==> src/rtl/lli_walker.sv <==
module lli_walker (
  input  logic        clk,
  input  logic        rst_n,
  input  logic        lp_wr,
  input  logic        lp_hi,
  input  logic [31:0] lp_wdata,
  input  logic        start,
  input  logic        suspend,
  output logic        mem_req,
  output logic [63:0] mem_addr,
  output logic        mem_sel,
  input  logic        mem_rvalid,
  input  logic [31:0] mem_rdata,
  output logic        cmd_valid,
  input  logic        cmd_ready,
  output logic [63:0] cmd_src,
  output logic [63:0] cmd_dst,
  output logic [32:0] cmd_items,
  output logic [31:0] cmd_ctl_lo,
  output logic [31:0] cmd_ctl_hi,
  input  logic        blk_done,
  output logic        busy,
  output logic        xfer_done,
  output logic        err
);
  localparam int LAST_WORD = 9;
  localparam int VLD_BIT   = 31;
  localparam int END_BIT   = 30;

  typedef enum logic [2:0] {S_IDLE, S_FETCH, S_HOLD, S_ISSUE, S_WAIT} st_t;
  st_t st_q;

  logic [63:0] lp_q, cur_q, src_q, dst_q, nxt_q;
  logic [31:0] cnt_q, clo_q, chi_q;
  logic [3:0]  widx_q;

  assign busy       = (st_q != S_IDLE);
  assign mem_req    = (st_q == S_FETCH);
  assign mem_addr   = {cur_q[63:6], widx_q, 2'b00};
  assign mem_sel    = cur_q[0];
  assign cmd_valid  = (st_q == S_ISSUE);
  assign cmd_src    = src_q;
  assign cmd_dst    = dst_q;
  assign cmd_items  = {1'b0, cnt_q} + 33'd1;
  assign cmd_ctl_lo = clo_q;
  assign cmd_ctl_hi = chi_q;

  always_ff @(posedge clk or negedge rst_n) begin
    if (!rst_n) begin
      lp_q <= '0;
    end else if (lp_wr && st_q == S_IDLE) begin
      if (lp_hi) lp_q[63:32] <= lp_wdata;
      else       lp_q[31:0]  <= lp_wdata;
    end
  end

  always_ff @(posedge clk or negedge rst_n) begin
    if (!rst_n) begin
      src_q <= '0; dst_q <= '0; nxt_q <= '0;
      cnt_q <= '0; clo_q <= '0; chi_q <= '0;
    end else if (st_q == S_FETCH && mem_rvalid) begin
      case (widx_q)
        4'd0: src_q[31:0]  <= mem_rdata;
        4'd1: src_q[63:32] <= mem_rdata;
        4'd2: dst_q[31:0]  <= mem_rdata;
        4'd3: dst_q[63:32] <= mem_rdata;
        4'd4: cnt_q        <= mem_rdata;
        4'd6: nxt_q[31:0]  <= mem_rdata;
        4'd7: nxt_q[63:32] <= mem_rdata;
        4'd8: clo_q        <= mem_rdata;
        4'd9: chi_q        <= mem_rdata;
        default: ;
      endcase
    end
  end

  always_ff @(posedge clk or negedge rst_n) begin
    if (!rst_n) begin
      st_q      <= S_IDLE;
      cur_q     <= '0;
      widx_q    <= '0;
      xfer_done <= 1'b0;
      err       <= 1'b0;
    end else begin
      xfer_done <= 1'b0;
      err       <= 1'b0;
      case (st_q)
        S_IDLE: if (start) begin
          cur_q  <= lp_q;
          widx_q <= '0;
          st_q   <= S_FETCH;
        end
        S_FETCH: if (mem_rvalid) begin
          if (widx_q == 4'(LAST_WORD)) begin
            widx_q <= '0;
            if (!mem_rdata[VLD_BIT]) begin
              err  <= 1'b1;
              st_q <= S_IDLE;
            end else begin
              st_q <= S_HOLD;
            end
          end else begin
            widx_q <= widx_q + 4'd1;
          end
        end
        S_HOLD:  if (!suspend) st_q <= S_ISSUE;
        S_ISSUE: if (cmd_ready) st_q <= S_WAIT;
        S_WAIT: if (blk_done) begin
          if (chi_q[END_BIT]) begin
            xfer_done <= 1'b1;
            st_q      <= S_IDLE;
          end else begin
            cur_q  <= nxt_q;
            widx_q <= '0;
            st_q   <= S_FETCH;
          end
        end
        default: st_q <= S_IDLE;
      endcase
    end
  end
endmodule

==> config.mk <==
export PLATFORM = sky130hd
export DESIGN_NAME = lli_walker
export DESIGN_NICKNAME = d
export VERILOG_FILES = /design/src/rtl/lli_walker.sv
export SDC_FILE = /design/constraint.sdc
export NUM_CORES = 1
export LEC_CHECK = 0
export BUFFER_PORTS_ARGS = -buffer_cell sky130_fd_sc_hd__buf_2
export CORE_MARGIN = 2
export CORE_UTILIZATION = 50
export DETAILED_ROUTE_END_ITERATION = 16
export GPL_TIMING_DRIVEN = 0
export PLACE_DENSITY = 0.81
export SYNTH_ARGS = -nofsm -noshare
export SYNTH_HDL_FRONTEND = slang
export SYNTH_SLANG_ARGS = --single-unit
==> constraint.sdc <==
create_clock -name clk -period 2.72 [get_ports clk]
set_input_delay 0.136 -clock clk [delete_from_list [all_inputs] [get_ports clk]]
set_output_delay 0.136 -clock clk [all_outputs]
set_load 0.03 [all_outputs]
==> metrics <==
ANT nets after route=0; top cells by area, synth=dfrtp_1 (62%), mux2_2 (23%), mux2i_1 (3.8%), o21ai_0 (2.0%), nand2_1 (1.9%); worst rel slew slack=46.48%; die height=185.8 um; max-cap viol count=0; area of the mapped netlist=16520 um2; min cycle time layout=2.657 ns; final setup violation count=0; IO Port Bufs=364; Post-Syn Instances=1142; first-pass iteration count of the detailed router=7; fmax=376.4 MHz; syn avg cell area=14.47 um2; Final period util=97.69%; H-tree depth=2; GR Overflow Total=0; most common cell in the netlist=dfrtp_1; clock skew=0.01212 ns; # rows=66; Distinct cells, synth=45; HP Class=in2reg; RSZ-0062 raised after global routing=no; fin. max-slew vios=0; Detailed Place HPWL=31060 um; Die ar.=34510 um2; 1st-iter DRT viols=594; peak per-stage delay on the critical path=0.63 ns; routed len/inst=21.83 um; PwrDens=1215 nW/um2; final core area utilization=64.17%; Synth Flop Type=dfrtp_1; part of the power in registers=38.2%; internal power consumption=0.01531 W; drt drc=0; vias per cell=5.419; crit-path cells=nand4bb_1, or3_4, nor2_1, buf_4, mux2_2; routed vias=11220; yosys warns=0; status=complete, no violations; Fin Hold WS=0.01153 ns; Setup CP Type=reg2reg; share of layout cells above drive strength 1=50.21%; LEAKAGE=10.39 nW; routability cong.=0.8367; post-synth top area cell=dfrtp_1; peak supply drop=0.8978 mV; synth cell count leaders=dfrtp_1 (410), mux2_2 (337), nand2_1 (82); CTS tree=built; initial antenna violation count=2; Worst-Skew Late Latency=0.53 ns; CP Data Required Time=3.13 ns; number of synthesized flops with an enable pin=0; ys async rst share=100.0%; Initial Util=50.77%; Crit-path slowest cell=nor2_1; WP data arrival=3.07 ns; Crit. End Element=register; Core ar.=32540 um2; switching part of the total power=39.67%; clock sink count=410; I/O Pins=368; Clock power frac=22.6%; ANT cells=0; drt total wl=45220 um; Sw Pwr=0.01006 W; post-synth top area share=62.11%; sequential area share after synthesis=62.11%; Area growth, synth to finish=26.38%; largest net degree at the start of global routing=123; crit start category=register; clock-pin transition on the worst setup and hold timing paths=0.06 ns; die width=185.8 um; CP Max Fanout=10; GRT Total Usage=26.31%; Worst Tran Pin Value=0.7998 ns; vias in the first global route=11920; Final nets=1673; first-pass GRT wire length=68370 um; FF+latch count, synth=410; root buf cell=clkbuf_16; clk buf depth=3; Comb pwr share=39.2%; Fin. Hold Viols=0; Num CTS Buffers=43
## cell usage in the layout (no fill, tap or decap), types with 11 or more instances in the layout
| master | Yosys | routed |
|---|---|---|
| dfrtp_1 | 410 | 410 |
| clkbuf_16 | 0 | 45 |
| clkbuf_1 | 20 | 32 |
| mux2_2 | 337 | 337 |
| dlygate4sd3_1 | 0 | 41 |
| buf_4 | 14 | 15 |
| nand3_1 | 11 | 11 |
| o21ai_0 | 67 | 67 |
| xnor2_1 | 20 | 20 |
| mux2i_1 | 62 | 62 |
| buf_2 | 20 | 383 |
| nand2_1 | 82 | 82 |
## power groups by stage
| stage | clock network (W) | registers, W | logic (W) |
|---|---|---|---|
| after global placement | 0 | 0.00962 | 0.00968 |
| after CTS | 0.00584 | 0.00968 | 0.0100 |
| after global routing | 0.00609 | 0.00996 | 0.0106 |
| after detailed placement | 0 | 0.00976 | 0.00992 |
| final | 0.00574 | 0.00970 | 0.00993 |
| after floorplan | 0 | 0.0127 | 0.00358 |
## flip-flops by register name, summed over array words and instances (netlist names)
signal and cells:
st_q 3, cmd_dst 64, cur_q 59, cmd_ctl_hi 32
xfer_done 1, cnt_q 32, nxt_q 59, cmd_src 64
cmd_ctl_lo 32, err 1, widx_q 4, lp_q 59
## metal layers
metal  vias up  track usage (%)  wire length (um)
met2       388            43.90             22010
met3        95            5.596              2996
met5         -                0                11
met4         2            9.480              1454
met1      5773            34.05             18750
li1       4965                -                 -
## logic make-up after synthesis
| logic type | Yosys count | share of synthesized area (%) |
|---|---|---|
| flops | 410 | 62.11 |
| mux | 403 | 27.00 |
| simple gates | 156 | 4.825 |
| compound gates | 76 | 2.431 |
| buf+inv | 65 | 1.947 |
| xor+xnor | 30 | 1.591 |
| fa+ha+maj | 1 | 0.07573 |
| other cells | 1 | 0.02270 |
## worst max-delay path: cells and delay by family, from the launching register on
kind / cells / cell delay (ns)
buffers and inverters: 1 / 0.35
DFF: 1 / 0.39
muxes: 1 / 0.36
and+or+nand+nor: 3 / 1.43
## layout make-up
class	instances	area (um2)
buffer	59	299.0
tap	442	553.0
inverter	6	22.52
clock inverter	11	110.1
timing repair buffer	411	2372
multi-input combinational	668	5993
clock buffer	64	1267
sequential	410	10260
fill	2459	11660
## final timing paths
kind / start / endpoint / slack (ns) / cells after the start
max: st_q[2] / cmd_src[44] / 0.06 / 5
min: mem_rdata[20] / cmd_src[52] / 0.01 / 2
max reg2reg: st_q[2] / cmd_src[44] / 0.06 / 5
min reg2reg: cur_q[32] / cur_q[32] / 0.47 / 2
max in group asynchronous: rst_n / cmd_dst[14] / 1.40 / 3
min in group asynchronous: rst_n / cmd_dst[59] / 0.23 / 2
## repair_timing
action,in CTS,in global routing
endpoints found under the hold margin,196,0
endpoints found under the setup margin,21,37
buffers inserted,3,0
hold buffers,41,0
pin swaps,2,2
resized for setup,5,3
## per-stage QoR
| stage | TNS (ns) | std cells | power, W | area, um2 | setup WS (ns) |
|---|---|---|---|---|---|
| 3_5_place_dp | -2.968 | 1952 | 0.01967 | 18990 | -0.3144 |
| 5_1_grt | 0 | 2071 | 0.02662 | 20880 | 0.003078 |
| 4_1_cts | 0 | 2071 | 0.02551 | 20860 | 0.02203 |
| 2_1_floorplan | 0 | 1143 | 0.01633 | 16520 | 0.5393 |
| 3_3_place_gp | -2563.84 | 1949 | 0.01929 | 18900 | -6.288 |
| 6_report | 0 | 2071 | 0.02537 | 20880 | 0.06290 |
(Power assumes the default switching activity.)
